$ cat src/rtl/spi_echo_pkg.sv
package spi_echo_pkg;
  // Per-cycle bus events seen in the system clock domain.
  typedef struct packed {
    logic sample;  // capture MOSI now
    logic launch;  // present the next MISO bit now
    logic sel;     // chip select just became active
    logic desel;   // chip select just went inactive
  } echo_evt_t;
endpackage

$ cat src/rtl/spi_echo_sync.sv
module spi_echo_sync #(
  parameter int WIDTH = 1,
  parameter int STAGES = 2,
  parameter logic [WIDTH-1:0] RST_VAL = '0
) (
  input  logic             clk,
  input  logic             rst_n,
  input  logic [WIDTH-1:0] d,
  output logic [WIDTH-1:0] q
);
  logic [STAGES-1:0][WIDTH-1:0] chain_q;

  always_ff @(posedge clk or negedge rst_n) begin
    if (!rst_n) chain_q <= {STAGES{RST_VAL}};
    else        chain_q <= {chain_q[STAGES-2:0], d};
  end

  assign q = chain_q[STAGES-1];
endmodule

$ cat src/rtl/spi_echo_edges.sv
module spi_echo_edges
  import spi_echo_pkg::*;
#(
  parameter bit CPOL = 1'b0,
  parameter bit CPHA = 1'b0
) (
  input  logic      clk,
  input  logic      rst_n,
  input  logic      sclk_s,
  input  logic      cs_n_s,
  output echo_evt_t evt,
  output logic      selected
);
  logic sclk_d, cs_n_d;
  logic rise, fall, lead, trail;

  always_ff @(posedge clk or negedge rst_n) begin
    if (!rst_n) begin
      sclk_d <= CPOL;
      cs_n_d <= 1'b1;
    end else begin
      sclk_d <= sclk_s;
      cs_n_d <= cs_n_s;
    end
  end

  assign selected = ~cs_n_s;

  always_comb begin
    rise  = sclk_s & ~sclk_d;
    fall  = ~sclk_s & sclk_d;
    lead  = CPOL ? fall : rise;
    trail = CPOL ? rise : fall;
    evt.sample = selected & (CPHA ? trail : lead);
    evt.launch = selected & (CPHA ? lead : trail);
    evt.sel    = cs_n_d & ~cs_n_s;
    evt.desel  = ~cs_n_d & cs_n_s;
  end
endmodule

$ cat src/rtl/spi_echo_shifter.sv
module spi_echo_shifter
  import spi_echo_pkg::*;
#(
  parameter int WORD_W = 8,
  parameter bit DROP_LONG = 1'b1
) (
  input  logic              clk,
  input  logic              rst_n,
  input  echo_evt_t         evt,
  input  logic              mosi_s,
  output logic              miso,
  output logic [WORD_W-1:0] rx_data,
  output logic              rx_valid
);
  localparam int CNT_W = $clog2(WORD_W + 2);
  localparam logic [CNT_W-1:0] CNT_FULL = CNT_W'(WORD_W);
  localparam logic [CNT_W-1:0] CNT_OVER = CNT_W'(WORD_W + 1);

  logic [WORD_W-1:0] shreg_q;
  logic [CNT_W-1:0]  cnt_q;
  logic              accept;

  // Persistent delay line: one bit in per sample edge, MSB is the echo.
  always_ff @(posedge clk or negedge rst_n) begin
    if (!rst_n)          shreg_q <= '0;
    else if (evt.sample) shreg_q <= {shreg_q[WORD_W-2:0], mosi_s};
  end

  // Bit count of the current frame, saturating one past a full word.
  always_ff @(posedge clk or negedge rst_n) begin
    if (!rst_n)                              cnt_q <= '0;
    else if (evt.sel)                        cnt_q <= '0;
    else if (evt.sample && cnt_q != CNT_OVER) cnt_q <= cnt_q + 1'b1;
  end

  always_ff @(posedge clk or negedge rst_n) begin
    if (!rst_n)                     miso <= 1'b0;
    else if (evt.sel || evt.launch) miso <= shreg_q[WORD_W-1];
  end

  always_comb begin
    accept = (cnt_q == CNT_FULL) || (!DROP_LONG && cnt_q == CNT_OVER);
  end

  always_ff @(posedge clk or negedge rst_n) begin
    if (!rst_n) begin
      rx_valid <= 1'b0;
      rx_data  <= '0;
    end else begin
      rx_valid <= evt.desel & accept;
      if (evt.desel && accept) rx_data <= shreg_q;
    end
  end
endmodule

$ cat src/rtl/spi_echo_daisy.sv
module spi_echo_daisy
  import spi_echo_pkg::*;
#(
  parameter int WORD_W = 8,
  parameter bit CPOL = 1'b0,
  parameter bit CPHA = 1'b0,
  parameter bit DROP_LONG = 1'b1
) (
  input  logic              clk,
  input  logic              rst_n,
  input  logic              sclk,
  input  logic              mosi,
  input  logic              cs_n,
  output logic              miso,
  output logic              miso_oe,
  output logic [WORD_W-1:0] rx_data,
  output logic              rx_valid
);
  localparam logic [2:0] SYNC_RST = {1'b1, 1'b0, CPOL};

  logic [2:0] bus_s;
  echo_evt_t  evt;
  logic       selected;

  spi_echo_sync #(.WIDTH(3), .STAGES(2), .RST_VAL(SYNC_RST)) u_sync (
    .clk  (clk),
    .rst_n(rst_n),
    .d    ({cs_n, mosi, sclk}),
    .q    (bus_s)
  );

  spi_echo_edges #(.CPOL(CPOL), .CPHA(CPHA)) u_edges (
    .clk     (clk),
    .rst_n   (rst_n),
    .sclk_s  (bus_s[0]),
    .cs_n_s  (bus_s[2]),
    .evt     (evt),
    .selected(selected)
  );

  spi_echo_shifter #(.WORD_W(WORD_W), .DROP_LONG(DROP_LONG)) u_shift (
    .clk     (clk),
    .rst_n   (rst_n),
    .evt     (evt),
    .mosi_s  (bus_s[1]),
    .miso    (miso),
    .rx_data (rx_data),
    .rx_valid(rx_valid)
  );

  assign miso_oe = selected;
endmodule

$ cat config.mk
export PLATFORM = sky130hd
export DESIGN_NAME = spi_echo_daisy
export DESIGN_NICKNAME = d
export VERILOG_FILES = /design/src/rtl/spi_echo_pkg.sv /design/src/rtl/spi_echo_sync.sv /design/src/rtl/spi_echo_edges.sv /design/src/rtl/spi_echo_shifter.sv /design/src/rtl/spi_echo_daisy.sv
export SDC_FILE = /design/constraint.sdc
export NUM_CORES = 1
export LEC_CHECK = 0
export ABC_AREA = 0
export ABC_CLOCK_PERIOD_IN_PS = 2000
export BUFFER_PORTS_ARGS = -buffer_cell sky130_fd_sc_hd__buf_2
export CAP_MARGIN = 20
export CORE_MARGIN = 1
export CORE_UTILIZATION = 46
export DETAILED_ROUTE_END_ITERATION = 10
export PLACE_DENSITY = 0.68
export SLEW_MARGIN = 25
export SYNTH_ARGS = -nofsm -noshare
export SYNTH_HDL_FRONTEND = slang
export SYNTH_SLANG_ARGS = --single-unit
$ cat constraint.sdc
create_clock -name clk -period 2 [get_ports clk]
set_input_delay 0.2 -clock clk [delete_from_list [all_inputs] [get_ports clk]]
set_output_delay 0.2 -clock clk [all_outputs]
set_load 0.005 [all_outputs]
* Word-level counts from Yosys, hierarchy flattened *
Index checks and enable logic that the tools add are counted.

word-level totals
  flip-flop bits (word level) = 30
  input bits = 5
  output and inout bits = 11

cells by class
  add/subtract/negate cells = 1
  eq/ne operators = 2
  mux-type cells = 2
  bitwise logic cells = 11
  reductions and logical operators = 4

operators with widths
  operator                                                        count
  4-bit two-way mux                                               2
  1-bit AND                                                       7
  4-bit by 1-bit adder with 4-bit output (second input constant)  1
  4-bit == test (second input constant)                           1
  4-bit != test (second input constant)                           1
  1-bit NOT                                                       4
  1-bit logical AND                                               2
  2-bit nonzero test                                              1
  1-bit logical OR                                                1

* Logic depth before layout (Yosys ltp) *
Gate-level depths: netlist of the first run.

  depth in word-level cells = 6
  mapped depth = 5
  depth with buffers taken out = 5

* Modules after synthesis *
A second synthesis of the first run with hierarchy kept.

unflattened totals
  cell total of the unflattened synthesis = 79
  area, all modules = 1179.9 um^2

modules (own cells, without submodules)
  module            instances  cells each  area each (um^2)  seq. area each (um^2)
  spi_echo_shifter  1          63          922.1             550.5
  spi_echo_sync     1          9           175.2             152.6
  spi_echo_edges    1          7           82.6              51.3

* Least setup slack after synthesis of the first run *
Ideal clock, no wire load.

  kind = reg2reg
  from = register u_shift.cnt_q[0]
  to = register u_shift.rx_data[0]
  data arrival time = 1.308 ns
  required time = 1.875 ns
  slack = 0.567 ns
  cell stages (with the launch flop) = 6
  buffers on the path = 0
  period minus slack after synthesis = 1.433 ns
  cell sequence = dfrtp_1 inv_1 ha_1 nor4bb_1 nand2_1 mux2_2

between the ends
  cells in the longest elaborated chain, start to end = 2

ends and longest elaborated chain
  what                      line                    source
  start: declaration        spi_echo_shifter.sv:20  logic [CNT_W-1:0] cnt_q;
  start signal: assignment  spi_echo_shifter.sv:33  else if (evt.sample && cnt_q != CNT_OVER) cnt_q <= cnt_q + 1'b1;
  4-bit == test             spi_echo_shifter.sv:42  accept = (cnt_q == CNT_FULL) || (!DROP_LONG && cnt_q == CNT_OVER);
  1-bit logical AND         spi_echo_shifter.sv:51  if (evt.desel && accept) rx_data <= shreg_q;
  end signal: assignment    spi_echo_shifter.sv:51
  end: declaration          spi_echo_shifter.sv:12  output logic [WORD_W-1:0] rx_data,

Every way passes these cells.
A chain may end at the register's enable or synchronous reset.

* Worst setup path after layout of the first run *
  from = register u_shift.cnt_q[0]
  to = register u_shift.rx_data[3]

The elaborated chain is that of the path after synthesis.

==> results of run 1 <==
[synth_stat cells (all sizes together)]
| cell type | count | area (um^2) |
|---|---|---|
| dfrtp | 27 | 676 |
| nand2 | 25 | 93.8 |
| mux2 | 9 | 101 |
| inv | 5 | 18.8 |
| o21ai | 5 | 25.0 |
| a21oi | 4 | 20.0 |
| dfstp | 3 | 78.8 |
| ha | 3 | 37.5 |
| nand3 | 3 | 15.0 |
| nor2b | 2 | 12.5 |
| and3b | 1 | 8.76 |
| clkbuf | 1 | 3.75 |
| nand3b | 1 | 7.51 |
| nor3b | 1 | 12.5 |
| nor4bb | 1 | 10.0 |
| or3 | 1 | 6.26 |
| or3b | 1 | 11.3 |
| or4 | 1 | 7.51 |
[registers in the layout, summed over array words and instances (netlist names)]
signal            count
u_shift.rx_data       8
u_shift.shreg_q       8
u_shift.cnt_q         4
u_sync.chain_q        3
u_sync.q              3
u_edges.cs_n_d        1
u_edges.sclk_d        1
u_shift.miso          1
u_shift.rx_valid      1
[kinds of logic after synthesis]
| group | share of synthesized area |
|---|---|
| adders and majority gates | 0.0328 |
| and+or+nand+nor | 0.162 |
| DFF | 0.658 |
| muxes | 0.0884 |
| AOI/OAI and AO/OA | 0.0393 |
| buffers and inverters | 0.0196 |
[per-layer routing]
layer / vias up / share of wire / GRT usage
li1: 367 / - / -
met1: 357 / 0.45 / 0.195
met2: 14 / 0.49 / 0.282
met3: 2 / 0.043 / 0.0877
met4: 0 / 0.0090 / 0.0946
met5: - / 0 / 0
[area by class of cell]
type | instances | area (um^2)
clock buffers | 7 | 55.1
clock inverters | 1 | 5.00
fillers | 187 | 916
inverters | 5 | 18.8
multi-input cells | 58 | 369
flip-flops and latches | 30 | 754
well taps | 28 | 35.0
repair buffers | 20 | 123
[power by group through the flow]
stage	sequential, W	clock, W	combinational (W)
after floorplan	0.000698	0	0.0000502
after global placement	0.000705	0	0.0000771
after detailed placement	0.000707	0	0.0000810
after CTS	0.000695	0.000379	0.0000876
after global routing	0.000705	0.000402	0.000103
final	0.000695	0.000361	0.0000848
[worst register-to-register path, delay by kind of cell (launching register included)]
kind	cells	cell delay, ps
simple gates	2	480
fa+ha+maj	1	130
mux	1	360
flops	1	430
buf+inv	1	90
[path summary, 6_finish.rpt]
path | start | endpoint | slack [ps] | cells after the start
hold / removal | u_sync.chain_q[0]$_DFF_PN0_ | u_sync.q[0]$_DFF_PN0_ | 350 | 0
setup reg to reg | u_shift.cnt_q[0]$_DFFE_PN0P_ | u_shift.rx_data[3]$_DFFE_PN0P_ | 390 | 5
hold reg to reg | u_sync.chain_q[0]$_DFF_PN0_ | u_sync.q[0]$_DFF_PN0_ | 350 | 0
setup / recovery | u_shift.cnt_q[0]$_DFFE_PN0P_ | u_shift.rx_data[3]$_DFFE_PN0P_ | 390 | 5
max in group asynchronous | rst_n | u_shift.rx_data[6]$_DFFE_PN0P_ | 1150 | 2
min in group asynchronous | rst_n | u_shift.shreg_q[5]$_DFFE_PN0P_ | 440 | 2
[through the flow]
| stage | power, W | instances |
|---|---|---|
| 4_1_cts | 0.00116 | 149 |
| 3_5_place_dp | 0.000788 | 137 |
| 5_1_grt | 0.00121 | 149 |
| 2_1_floorplan | 0.000748 | 94 |
| 3_3_place_gp | 0.000782 | 137 |
| 6_report | 0.00114 | 149 |
==> summary.txt, run 1 <==
Routing
  – Starting DRT DRC Count: 9
  – Vias per cell: slightly below 5
  – WL/cell: about 12 um
  – WL final: between 1500 and 2000 um
  – DRC: 0
  – Antenna Violating Nets Remaining: 0
  – DR pass1 iterations: 4
  – Vias: 740

Die
  – Core Rows: 17
  – Core box area: 0.00228 mm^2
  – Die X: 51.9 um
  – Starting density of the core: 0.504
  – Ports: 16
  – Die ar.: 0.00270 mm^2
  – DIE HEIGHT: slightly above 50 um

Run status
  – Status: finished, final reports clean

STA
  – Smallest hold slack: 352 ps
  – Final setup margin: between 300 and 400 ps
  – Worst relative slew slack: 0.578
  – Final worst path period need: 1610 ps
  – Setup Viol. Count Final: 0
  – Final clock skew: about 4.8 ps
  – Worst-Margin Slew: ~630 ps
  – F_max: slightly above 600 MHz
  – Final Max Slew Viols: 0
  – RSZ-0062 raised after global routing: false
  – Final Hold Vio Count: 0
  – Setup TNS: 0 ps
  – Tcrit/Tclk final: 0.804

Synthesis
  – Number of synthesized register bits: 30
  – Syn Nets: roughly 100
  – Register area share after synthesis: 0.658
  – Mapped Area: between 0.001 and 0.0015 mm^2
  – Yosys Warn Count: 0
  – Synthesized area per cell: approximately 12 um^2
  – Distinct cell type count of the synthesized netlist: 18
  – Synth Instances: 94

Power
  – P_leak: ~0.72 nW
  – Switching pwr: 0.000273 W
  – Sequential share of power: 0.609
  – Maximum vdd drop: 562 uV
  – PwrDens: 839 mW/mm^2
  – Pint: 0.000868 W
  – Combinational group share of total power: 0.074
  – Net Sw Frac: 0.240
  – Clock share of power: 0.316

Worst setup path
  – Worst Path Required: 2210 ps
  – CP cell instances: inv_1 -> ha_1 -> nor4bb_1 -> nand2_1 -> mux2_2
  – Endpoint type of the worst setup path: register
  – CP Class: reg2reg
  – Critical path launch point type: register
  – Critical path arrival: roughly 1800 ps
  – Worst-path maximum fanout: 9
  – Critical Path Slowest Stage Cell: dfrtp_1
  – Number of buffers and inverters on the critical path: 1
  – Critical path's top delay family: simple AND/OR/NAND/NOR gates
  – Slowest cell delay on critical path: roughly 430 ps

Global route
  – Gr ovfl total: 0
  – Largest net degree at the start of global routing: 31
  – Initial antenna violation count: 0
  – Vias in the first global route: roughly 800
  – Global-route wire length before repair: ~3200 um
  – Total GRT Usage: 0.179

CTS
  – Clock tree buffer depth: 2
  – Clock Pin Slew Worst Setup and Hold Paths: 90 ps
  – CTS tree: done
  – Cts repair resizes: 0
  – Clock Tree Root: clkbuf_4
  – Sink Count: 30
  – H-tree depth: 2
  – Setup bufs post-CTS: 0
  – CTS Buf Count: 5
  – Later-pin clock latency in the skew report: a little over 300 ps
  – Post-CTS Hold Buffers: 4

Place
  – Post-DP HPWL: 1170 um
  – Cell area after placement: approximately 0.0013 mm^2
  – Port Buffers: 15
  – GPL Wtd Cong: about 0.90
  – Dpl ws: between 300 and 400 ps

Run
  – MaxCap Viol Count: 0

Layout
  – Antenna cells: 0
  – Finished Cell Area: around 0.0014 mm^2
  – Share of cells above drive strength 1: 0.306
  – Area growth syn-to-layout: 18.7%
  – Core Util, Final: 0.598
  – Nets: between 100 and 150
  – Most common cell after layout, fill and taps aside: dfrtp_1
  – Most frequent cells in the layout: 27 x dfrtp_1, 25 x nand2_1, 15 x buf_2, 9 x mux2_2

Worst hold path
  – HP Class: reg2reg
(Power assumes the default switching activity.)
==> run 2: changes to the inputs <==
ABC_CLOCK_PERIOD_IN_PS = 1650   (was 2000)
clock period = 1.65 ns   (was 2 ns; I/O delays follow)
==> run 2 against run 1 <==
Die area stayed put. Core utilization increased by 2.2 points. Critical path depth is 2 lower. Clock skew fell by 0.87 ps. Largest power group unchanged. Highest routed layer unchanged.
==> summary.txt, run 2 (synthesized netlist as in run 1, its figures left out) <==
STA
  – Smallest hold slack: 363 ps (+11.0 ps)
  – Setup Viol. Count Final: 0 (unchanged)
  – Tcrit/Tclk final: 0.926 (+0.122)
  – Worst-Margin Slew: 640 ps (+7.86 ps)
  – Final Max Slew Viols: 0 (unchanged)
  – RSZ-0062 raised after global routing: false
  – Final worst path period need: 1530 ps (-80.0 ps)
  – Final clock skew: 3.95 ps (-0.870 ps)
  – Worst relative slew slack: 0.573 (-0.00524)
  – F_max: 655 MHz (+5.2%)
  – Setup TNS: 0 ps (unchanged)
  – Final Hold Vio Count: 0 (unchanged)

Routing
  – Starting DRT DRC Count: 5 (-4)
  – Antenna Violating Nets Remaining: 0 (unchanged)
  – Vias per cell: 4.99 (+0.54%)
  – Vias: 754 (+1.9%)
  – DR pass1 iterations: 4 (unchanged)
  – DRC: 0 (unchanged)
  – WL final: 1810 um (+1.7%)
  – WL/cell: 12.0 um (+0.34%)

Global route
  – Global-route wire length before repair: 3240 um (-0.18%)
  – Initial antenna violation count: 0 (unchanged)
  – Routing usage on met2: 0.280 (-0.00214)
  – Routing usage on met1: 0.200 (+0.00464)
  – Gr ovfl total: 0 (unchanged)
  – Total GRT Usage: 0.176 (-0.00292)
  – Top Usage Layer GRT: met2
  – Largest net degree at the start of global routing: 31 (unchanged)
  – Routing usage on met3: 0.0614 (-0.0263)
  – Vias in the first global route: 783 (-1.6%)

Worst setup path
  – Critical path launch point type: register
  – Endpoint type of the worst setup path: register
  – Worst reg-to-reg path cell count: 3 (-2)
  – Critical path arrival: 1780 ps (-30 ps)
  – Slowest cell delay on critical path: 470 ps (+40 ps)
  – Worst Path Required: 1900 ps (-310 ps)
  – CP cell instances: or3b_4 -> or4_1 -> a21oi_1
  – CP Class: reg2reg
  – Critical Path Slowest Stage Cell: or4_1
  – Worst-path maximum fanout: 7 (-2)

CTS
  – Later-pin clock latency in the skew report: 320 ps (about the same)
  – Setup bufs post-CTS: 0 (unchanged)
  – CTS tree: done
  – CTS Buf Count: 5 (unchanged)
  – H-tree depth: 2 (unchanged)
  – Sink Count: 30 (unchanged)
  – Clock tree buffer depth: 2 (unchanged)
  – Clock Pin Slew Worst Setup and Hold Paths: 90 ps (about the same)
  – Clock Tree Root: clkbuf_4

Die
  – Core box area: 0.00228 mm^2 (unchanged)
  – Ports: 16 (unchanged)
  – Die ar.: 0.00270 mm^2 (unchanged)
  – DIE HEIGHT: 51.9 um (unchanged)
  – Core Rows: 17 (unchanged)
  – Die X: 51.9 um (unchanged)
  – Starting density of the core: 0.504 (unchanged)

Worst hold path
  – Worst Hold Path Cells: 0 (unchanged)
  – HP Class: reg2reg

Place
  – Dpl cells: 138 (+0.73%)
  – Post-DP HPWL: 1240 um (+6.4%)
  – GPL Wtd Cong: 0.734 (-19%)
  – Port Buffers: 15 (unchanged)

Power
  – P_leak: 0.737 nW (+2.3%)
  – PwrDens: 1050 mW/mm^2 (+25%)
  – Maximum vdd drop: 784 uV (+40%)

Layout
  – Antenna cells: 0 (unchanged)
  – Largest registers: u_shift.rx_data (8), u_shift.shreg_q (8), u_shift.cnt_q (4)
  – Share of cells above drive strength 1: 0.350 (+0.0438)
  – Most common cell after layout, fill and taps aside: dfrtp_1
  – Nets: 130 (+1.6%)
  – Core Util, Final: 0.620 (+0.0220)
  – Final non-filler cell total: 151 (+1.3%)
  – Most frequent cells in the layout: 27 x dfrtp_1, 24 x nand2_1, 15 x buf_2, 9 x mux2_2
  – Area growth syn-to-layout: 23.0%

Run status
  – Status: finished, final reports clean

Run
  – MaxCap Viol Count: 0 (unchanged)
==> run 2: cell types whose count changed in the layout (fill, tap and decap cells not counted), sizes merged <==
| cell | change |
|---|---|
| clkinv | -1 |
| clkbuf | +1 |
| nand2 | +1 |
| buf | +1 |
==> run 2: final timing paths <==
path,start,end,slack (ps)
max,u_sync.q[2]$_DFF_PN1_,u_shift.cnt_q[2]$_DFFE_PN0P_,120
min,u_sync.chain_q[0]$_DFF_PN0_,u_sync.q[0]$_DFF_PN0_,360
max reg2reg,u_sync.q[2]$_DFF_PN1_,u_shift.cnt_q[2]$_DFFE_PN0P_,120
min reg2reg,u_sync.chain_q[0]$_DFF_PN0_,u_sync.q[0]$_DFF_PN0_,360
max in group asynchronous,rst_n,u_shift.rx_data[2]$_DFFE_PN0P_,840
min in group asynchronous,rst_n,u_shift.cnt_q[2]$_DFFE_PN0P_,400
==> run 2: repair_timing <==
action                                  in CTS  in global routing
endpoints found under the hold margin       30                  0
endpoints found under the setup margin       1                  8
gates cloned                                 0                  1
pin swaps                                    0                  1
hold buffers                                 4                  0
gates resized for setup                      1                  4
==> run 2: layout make-up <==
cell class                 instances  area, um^2
timing repair buffer              21         130
tap                               28        35.0
inverter                           5        18.8
fill                             190         866
clock buffer                       8        78.8
multi-input combinational         59         393
sequential                        30         754
==> run 2: stage by stage <==
stage	instance area, um^2	setup slack [ps]	power (W)
2_1_floorplan	1150	217	0.000907
3_3_place_gp	1270	87.9	0.000950
3_5_place_dp	1270	15.3	0.000960
4_1_cts	1390	59.8	0.00150
5_1_grt	1410	21.8	0.00156
6_report	1410	123	0.00148
==> run 2: where the power goes <==
part / internal (W) / leakage [nW] / total, W / switching [W]
sequential: 0.000798 / 0.390 / 0.000844 / 0.0000454
combinational: 0.0000514 / 0.302 / 0.000109 / 0.0000573
clock: 0.000291 / 0.0446 / 0.000523 / 0.000232
total: 0.00114 / 0.737 / 0.00148 / 0.000335
==> run 2: worst max-delay path: cells and delay by family, from the launching register on <==
family	cells	cell delay, ps
flip-flops	1	420
AND/OR/NAND/NOR	2	910
AO/OA/AOI/OAI	1	130
==> run 2: layer usage <==
metal	share of wire	vias to the layer above
met5	0	-
met4	0.024	0
met3	0.032	5
met2	0.46	16
met1	0.48	361
li1	-	372
